--- src/rtl/mpu_bus_pkg.sv ---
package mpu_bus_pkg;
  localparam int unsigned BYTE_W = 8;
  localparam int unsigned NIB_W  = BYTE_W / 2;

  // Synchronised bus sample: strobe plus qualifiers and data.
  typedef struct packed {
    logic              rs;
    logic              rw;
    logic [BYTE_W-1:0] d;
    logic              e;
  } bus_smp_t;

  localparam int unsigned SMP_W = $bits(bus_smp_t);

  // Command prefix that carries the width bit.
  localparam logic [2:0] WIDTH_CMD_PREFIX = 3'b001;
endpackage

--- src/rtl/mpu_strobe_sync.sv ---
module mpu_strobe_sync #(
  parameter int unsigned W      = 11,
  parameter int unsigned STAGES = 2
) (
  input  logic         clk,
  input  logic         rst_n,
  input  logic [W-1:0] raw_in,
  output logic [W-1:0] smp_now,
  output logic [W-1:0] smp_last
);
  logic [W-1:0] chain [STAGES];

  always_ff @(posedge clk or negedge rst_n) begin
    if (!rst_n) chain[0] <= '0;
    else        chain[0] <= raw_in;
  end

  for (genvar i = 1; i < STAGES; i++) begin : g_stage
    always_ff @(posedge clk or negedge rst_n) begin
      if (!rst_n) chain[i] <= '0;
      else        chain[i] <= chain[i-1];
    end
  end

  always_ff @(posedge clk or negedge rst_n) begin
    if (!rst_n) smp_last <= '0;
    else        smp_last <= chain[STAGES-1];
  end

  assign smp_now = chain[STAGES-1];
endmodule

--- src/rtl/mpu_nibble_seq.sv ---
module mpu_nibble_seq
  import mpu_bus_pkg::*;
#(
  parameter int unsigned DATA_W = BYTE_W
) (
  input  logic              clk,
  input  logic              rst_n,
  input  logic              fall,
  input  logic              rs,
  input  logic              rw,
  input  logic [DATA_W-1:0] d,
  output logic              mode8,
  output logic              phase,
  output logic              cmd_valid,
  output logic [DATA_W-1:0] cmd_byte,
  output logic              dat_valid,
  output logic [DATA_W-1:0] dat_byte,
  output logic              rd_done
);
  localparam int unsigned NW = DATA_W / 2;

  logic [NW-1:0]     hi_nib;
  logic              byte_done;
  logic [DATA_W-1:0] full_byte;

  assign byte_done = fall && (mode8 || phase);
  assign full_byte = mode8 ? d : {hi_nib, d[DATA_W-1 -: NW]};

  always_ff @(posedge clk or negedge rst_n) begin
    if (!rst_n) begin
      mode8     <= 1'b1;
      phase     <= 1'b0;
      hi_nib    <= '0;
      cmd_valid <= 1'b0;
      cmd_byte  <= '0;
      dat_valid <= 1'b0;
      dat_byte  <= '0;
      rd_done   <= 1'b0;
    end else begin
      cmd_valid <= 1'b0;
      dat_valid <= 1'b0;
      rd_done   <= 1'b0;
      if (fall && !mode8) begin
        phase <= ~phase;
        if (!phase) hi_nib <= d[DATA_W-1 -: NW];
      end
      if (byte_done) begin
        unique case ({rs, rw})
          2'b00: begin
            cmd_valid <= 1'b1;
            cmd_byte  <= full_byte;
            if (full_byte[DATA_W-1 -: 3] == WIDTH_CMD_PREFIX) begin
              mode8 <= full_byte[DATA_W-4];
              phase <= 1'b0;
            end
          end
          2'b10: begin
            dat_valid <= 1'b1;
            dat_byte  <= full_byte;
          end
          2'b11:   rd_done <= 1'b1;
          default: ;
        endcase
      end
    end
  end
endmodule

--- src/rtl/mpu_read_mux.sv ---
module mpu_read_mux #(
  parameter int unsigned DATA_W = 8,
  parameter int unsigned AC_W   = 7
) (
  input  logic              mode8,
  input  logic              phase,
  input  logic              rs,
  input  logic              rw,
  input  logic              e_hi,
  input  logic              busy,
  input  logic [AC_W-1:0]   addr,
  input  logic [DATA_W-1:0] rd_data,
  output logic [DATA_W-1:0] d_out,
  output logic              oe
);
  localparam int unsigned NW = DATA_W / 2;

  logic [DATA_W-1:0] sel;
  logic [NW-1:0]     nib;

  assign sel   = rs ? rd_data : {busy, addr};
  assign nib   = phase ? sel[NW-1:0] : sel[DATA_W-1 -: NW];
  assign d_out = mode8 ? sel : {nib, {NW{1'b0}}};
  assign oe    = e_hi && rw;
endmodule

--- src/rtl/mpu_bus_port.sv ---
module mpu_bus_port
  import mpu_bus_pkg::*;
#(
  parameter int unsigned STAGES = 2,
  parameter int unsigned AC_W   = BYTE_W - 1
) (
  input  logic              clk,
  input  logic              rst_n,
  input  logic              bus_e,
  input  logic              bus_rs,
  input  logic              bus_rw,
  input  logic [BYTE_W-1:0] bus_d_in,
  output logic [BYTE_W-1:0] bus_d_out,
  output logic              bus_d_oe,
  input  logic              core_busy,
  input  logic [AC_W-1:0]   core_addr,
  input  logic [BYTE_W-1:0] core_rd_data,
  output logic              cmd_valid,
  output logic [BYTE_W-1:0] cmd_byte,
  output logic              dat_valid,
  output logic [BYTE_W-1:0] dat_byte,
  output logic              rd_done
);
  bus_smp_t raw, now_s, last_s;
  logic     fall, mode8, phase;

  assign raw = '{rs: bus_rs, rw: bus_rw, d: bus_d_in, e: bus_e};

  mpu_strobe_sync #(.W(SMP_W), .STAGES(STAGES)) u_sync (
    .clk      (clk),
    .rst_n    (rst_n),
    .raw_in   (raw),
    .smp_now  (now_s),
    .smp_last (last_s)
  );

  // Transfer edge: strobe was high in the previous sample, low now.
  assign fall = last_s.e && !now_s.e;

  mpu_nibble_seq #(.DATA_W(BYTE_W)) u_seq (
    .clk       (clk),
    .rst_n     (rst_n),
    .fall      (fall),
    .rs        (last_s.rs),
    .rw        (last_s.rw),
    .d         (last_s.d),
    .mode8     (mode8),
    .phase     (phase),
    .cmd_valid (cmd_valid),
    .cmd_byte  (cmd_byte),
    .dat_valid (dat_valid),
    .dat_byte  (dat_byte),
    .rd_done   (rd_done)
  );

  mpu_read_mux #(.DATA_W(BYTE_W), .AC_W(AC_W)) u_rmux (
    .mode8   (mode8),
    .phase   (phase),
    .rs      (now_s.rs),
    .rw      (now_s.rw),
    .e_hi    (now_s.e),
    .busy    (core_busy),
    .addr    (core_addr),
    .rd_data (core_rd_data),
    .d_out   (bus_d_out),
    .oe      (bus_d_oe)
  );
endmodule

--- config.mk ---
export PLATFORM = sky130hd
export DESIGN_NAME = mpu_bus_port
export DESIGN_NICKNAME = d
export VERILOG_FILES = /design/src/rtl/mpu_bus_pkg.sv /design/src/rtl/mpu_strobe_sync.sv /design/src/rtl/mpu_nibble_seq.sv /design/src/rtl/mpu_read_mux.sv /design/src/rtl/mpu_bus_port.sv
export SDC_FILE = /design/constraint.sdc
export NUM_CORES = 1
export LEC_CHECK = 0
export ABC_AREA = 0
export BUFFER_PORTS_ARGS = -buffer_cell sky130_fd_sc_hd__buf_4
export CAP_MARGIN = 20
export CORE_UTILIZATION = 36
export DETAILED_ROUTE_END_ITERATION = 10
export MAX_ROUTING_LAYER = met4
export PLACE_DENSITY_LB_ADDON = 0.05
export SETUP_SLACK_MARGIN = 0.15
export SYNTH_ARGS = -nofsm -noshare
export SYNTH_HDL_FRONTEND = slang
export SYNTH_HIERARCHICAL = 1
export SYNTH_SLANG_ARGS = --single-unit
--- constraint.sdc ---
create_clock -name clk -period 2.4 [get_ports clk]
set_input_delay 0.48 -clock clk [delete_from_list [all_inputs] [get_ports clk]]
set_output_delay 0.48 -clock clk [all_outputs]
set_load 0.03 [all_outputs]
==> report_table.html <==
<table>
<tr><th>Metric</th><th>Value</th></tr>
<tr><th colspan="2">Run status</th></tr>
<tr><td>Result of the run</td><td>finished, final reports clean</td></tr>
<tr><th colspan="2">Floorplanning</th></tr>
<tr><td>Starting density of the core</td><td>between 30% and 40%</td></tr>
<tr><td>Vertical extent of the die</td><td>78.9 um</td></tr>
<tr><td>Overall die width</td><td>78.9 um</td></tr>
<tr><td>Number of placement rows</td><td>27</td></tr>
<tr><td>IO Count</td><td>57</td></tr>
<tr><td>Floorplan core area</td><td>between 5000 and 6000 sq um</td></tr>
<tr><td>Overall die area</td><td>approximately 6200 sq um</td></tr>
<tr><th colspan="2">STA</th></tr>
<tr><td>Setup repair after global routing missed its margin</td><td>no</td></tr>
<tr><td>Summed negative setup slack over all endpoints</td><td>0 ns</td></tr>
<tr><td>Normalized max-slew margin</td><td>52.7%</td></tr>
<tr><td>Period utilization</td><td>86.1%</td></tr>
<tr><td>Hold WS</td><td>approximately 0.20 ns</td></tr>
<tr><td>Maximum clock frequency</td><td>484 MHz</td></tr>
<tr><td>Final number of hold-violating endpoints</td><td>0</td></tr>
<tr><td>Period minus WS final</td><td>2.07 ns</td></tr>
<tr><td>Worst path setup slack after routing</td><td>~0.33 ns</td></tr>
<tr><td>Final-report setup violation count</td><td>0</td></tr>
<tr><td>Max-slew violation count</td><td>0</td></tr>
<tr><td>Slew @ Worst Pin</td><td>0.710 ns</td></tr>
<tr><td>Skew final</td><td>0.00990 ns</td></tr>
<tr><th colspan="2">Power and ir drop</th></tr>
<tr><td>Maximum VDD drop</td><td>~0.00054 V</td></tr>
<tr><td>Reported leakage power</td><td>1.32 nW</td></tr>
<tr><td>Power density relative to cell area</td><td>1180 nW/um^2</td></tr>
<tr><th colspan="2">Clock tree</th></tr>
<tr><td>Clock transition at the register clock pins on the worst setup and hold paths after CTS</td><td>0.07 ns</td></tr>
<tr><td>Clock latency on the worst-skew pair</td><td>between 0.3 and 0.4 ns</td></tr>
<tr><td>Clock tree from TritonCTS</td><td>done</td></tr>
<tr><td>CTS H-tree lvls</td><td>3</td></tr>
<tr><td>CTS Buffer Depth</td><td>2</td></tr>
<tr><td>Number of clock sinks seen by CTS</td><td>between 50 and 60</td></tr>
<tr><td>Inserted Clock Buffers</td><td>9</td></tr>
<tr><td>Master cell of the clock root buffer</td><td>sky130_fd_sc_hd__clkbuf_8</td></tr>
<tr><td>Post-CTS Repair Setup Buffers</td><td>0</td></tr>
<tr><th colspan="2">Route</th></tr>
<tr><td>Via-to-Cell Ratio</td><td>4.50</td></tr>
<tr><td>Total Wirelength</td><td>3710 um</td></tr>
<tr><td>DRC</td><td>0</td></tr>
<tr><td>Count of antenna-violating nets left after detailed routing</td><td>0</td></tr>
<tr><td>Detailed router's first-iteration violation count</td><td>between 70 and 80</td></tr>
<tr><td>Mean routed wirelength per cell</td><td>14.1 um</td></tr>
<tr><td>Number of optimization iterations in the first detailed-route pass</td><td>4</td></tr>
<tr><td>Total number of vias</td><td>~1200</td></tr>
<tr><th colspan="2">Flow run</th></tr>
<tr><td>Max_cap viols</td><td>0</td></tr>
<tr><th colspan="2">Logic synthesis</th></tr>
<tr><td>Count of warnings emitted by yosys</td><td>6</td></tr>
<tr><td>Number of standard cells after synthesis</td><td>about 130</td></tr>
<tr><td>Number of nets produced by synthesis</td><td>~160</td></tr>
<tr><td>Cell Area, Synth</td><td>around 2100 sq um</td></tr>
<tr><td>Average cell area after synthesis</td><td>~17 sq um</td></tr>
<tr><th colspan="2">Layout</th></tr>
<tr><td># nets final</td><td>approximately 220</td></tr>
<tr><td>Commonest cells after routing, fill and taps aside</td><td>sky130_fd_sc_hd__buf_4 (58), sky130_fd_sc_hd__dfrtp_1 (56), sky130_fd_sc_hd__mux2_2 (27)</td></tr>
<tr><td>Diode insertion count for antenna repair</td><td>0</td></tr>
<tr><td>Area delta synth-&gt;final</td><td>31.3%</td></tr>
<tr><td>Fraction of final layout cells with drive strength greater than 1</td><td>58.3%</td></tr>
<tr><td>Most common cell after layout, fill and taps aside</td><td>sky130_fd_sc_hd__buf_4</td></tr>
<tr><td>Post-route core utilization</td><td>49.8%</td></tr>
<tr><th colspan="2">Placement</th></tr>
<tr><td>Half-perimeter wire length after placement</td><td>2480 um</td></tr>
<tr><td>DP Worst Slack</td><td>0.523 ns</td></tr>
<tr><td>Routability cong.</td><td>0.801</td></tr>
<tr><td>Number of input and output port buffers inserted</td><td>56</td></tr>
<tr><th colspan="2">Critical path</th></tr>
<tr><td>Required time worst endpoint</td><td>1.92 ns</td></tr>
<tr><td>Startpoint type of the worst setup path</td><td>flip-flop</td></tr>
<tr><td>CP max FO</td><td>6</td></tr>
<tr><td>Classification of the worst setup path</td><td>flip-flop to output pin</td></tr>
<tr><td>CP endpoint kind</td><td>output pin</td></tr>
<tr><td>Arrival time at the worst endpoint</td><td>1.59 ns</td></tr>
<tr><th colspan="2">Global route</th></tr>
<tr><td>Largest net degree at the start of global routing</td><td>59</td></tr>
<tr><td>All-Layer GR Usage</td><td>14.4%</td></tr>
<tr><td>Number of global-route vias before repair</td><td>1281</td></tr>
<tr><td>Wire length of the first global-routing pass</td><td>6360 um</td></tr>
<tr><td>Grt ovf</td><td>0</td></tr>
<tr><td>Initial antenna violation count</td><td>0</td></tr>
<tr><th colspan="2">Hold path</th></tr>
<tr><td>Type of the worst min-delay path</td><td>input port to asynchronous set/reset pin</td></tr>
</table>
[where the power goes]
group / switching [mW] / leakage [nW] / internal (mW) / total [mW]
clock: 0.361 / 0.103 / 0.504 / 0.864
sequential: 0.123 / 0.692 / 1.19 / 1.32
combinational: 0.606 / 0.523 / 0.512 / 1.12
total: 1.09 / 1.32 / 2.21 / 3.30
[final timing paths]
kind	slack (ns)	cells past startpoint	startpoint	endpoint
setup / recovery	0.33	3	u_seq/mode8$_DFFE_PN1P_	bus_d_out[4]
hold / removal	0.20	1	rst_n	u_seq/cmd_valid$_DFF_PN0_
setup reg to reg	0.54	4	u_seq/mode8$_DFFE_PN1P_	u_seq/cmd_byte[4]$_DFFE_PN0P_
hold reg to reg	0.35	0	u_sync/chain[13]$_DFF_PN0_	u_sync/smp_now[2]$_DFF_PN0_
max in group asynchronous	1.67	1	rst_n	u_sync/smp_now[10]$_DFF_PN0_
min in group clk	0.26	1	bus_d_in[6]	u_sync/chain[18]$_DFF_PN0_
[metal layers]
metal / vias to the layer above / track usage [%] / wire length, um
met2: 35 / 20.5 / 1780
li1: 561 / - / -
met4: 0 / 8.18 / 54
met1: 587 / 18.3 / 1700
met3: 5 / 4.48 / 184
met5: - / - / 0
[layout make-up]
cell class                 count  area, sq um
inverter                       1         3.75
multi-input combinational     59          617
fill                         526         2810
clock buffer                  11          141
sequential                    58         1450
timing repair buffer          58          435
clock inverter                 5         53.8
tap                           72         90.1
[sequential cells by signal (all words and copies together), names as in the netlist]
name,count
u_sync/smp_now,11
u_seq/phase,1
u_seq/cmd_byte,8
u_seq/cmd_valid,1
u_sync/smp_last,11
u_seq/mode8,1
u_seq/dat_valid,1
u_seq/dat_byte,8
u_seq/rd_done,1
u_seq/hi_nib,4
u_sync/chain,11
[through the flow]
stage	cell area [sq um]	total power, mW	instances
2_1_floorplan	2130	2.05	125
3_3_place_gp	2600	2.45	248
3_5_place_dp	2600	2.46	248
4_1_cts	2790	3.35	264
5_1_grt	2800	3.50	264
6_report	2800	3.30	264
[timing repair]
item | in CTS | in global routing
endpoints found under the setup margin | 0 | 4
resized for setup | 0 | 1
endpoints found under the hold margin | 0 | 0
hold buffers | 0 | 0
[critical path, cell delays in order (launching register included)]
cell                      delay [ns]
sky130_fd_sc_hd__dfstp_2        0.55
sky130_fd_sc_hd__and2b_1        0.23
sky130_fd_sc_hd__mux4_2         0.30
sky130_fd_sc_hd__buf_4          0.18
Power figures use the tool's default switching activity.
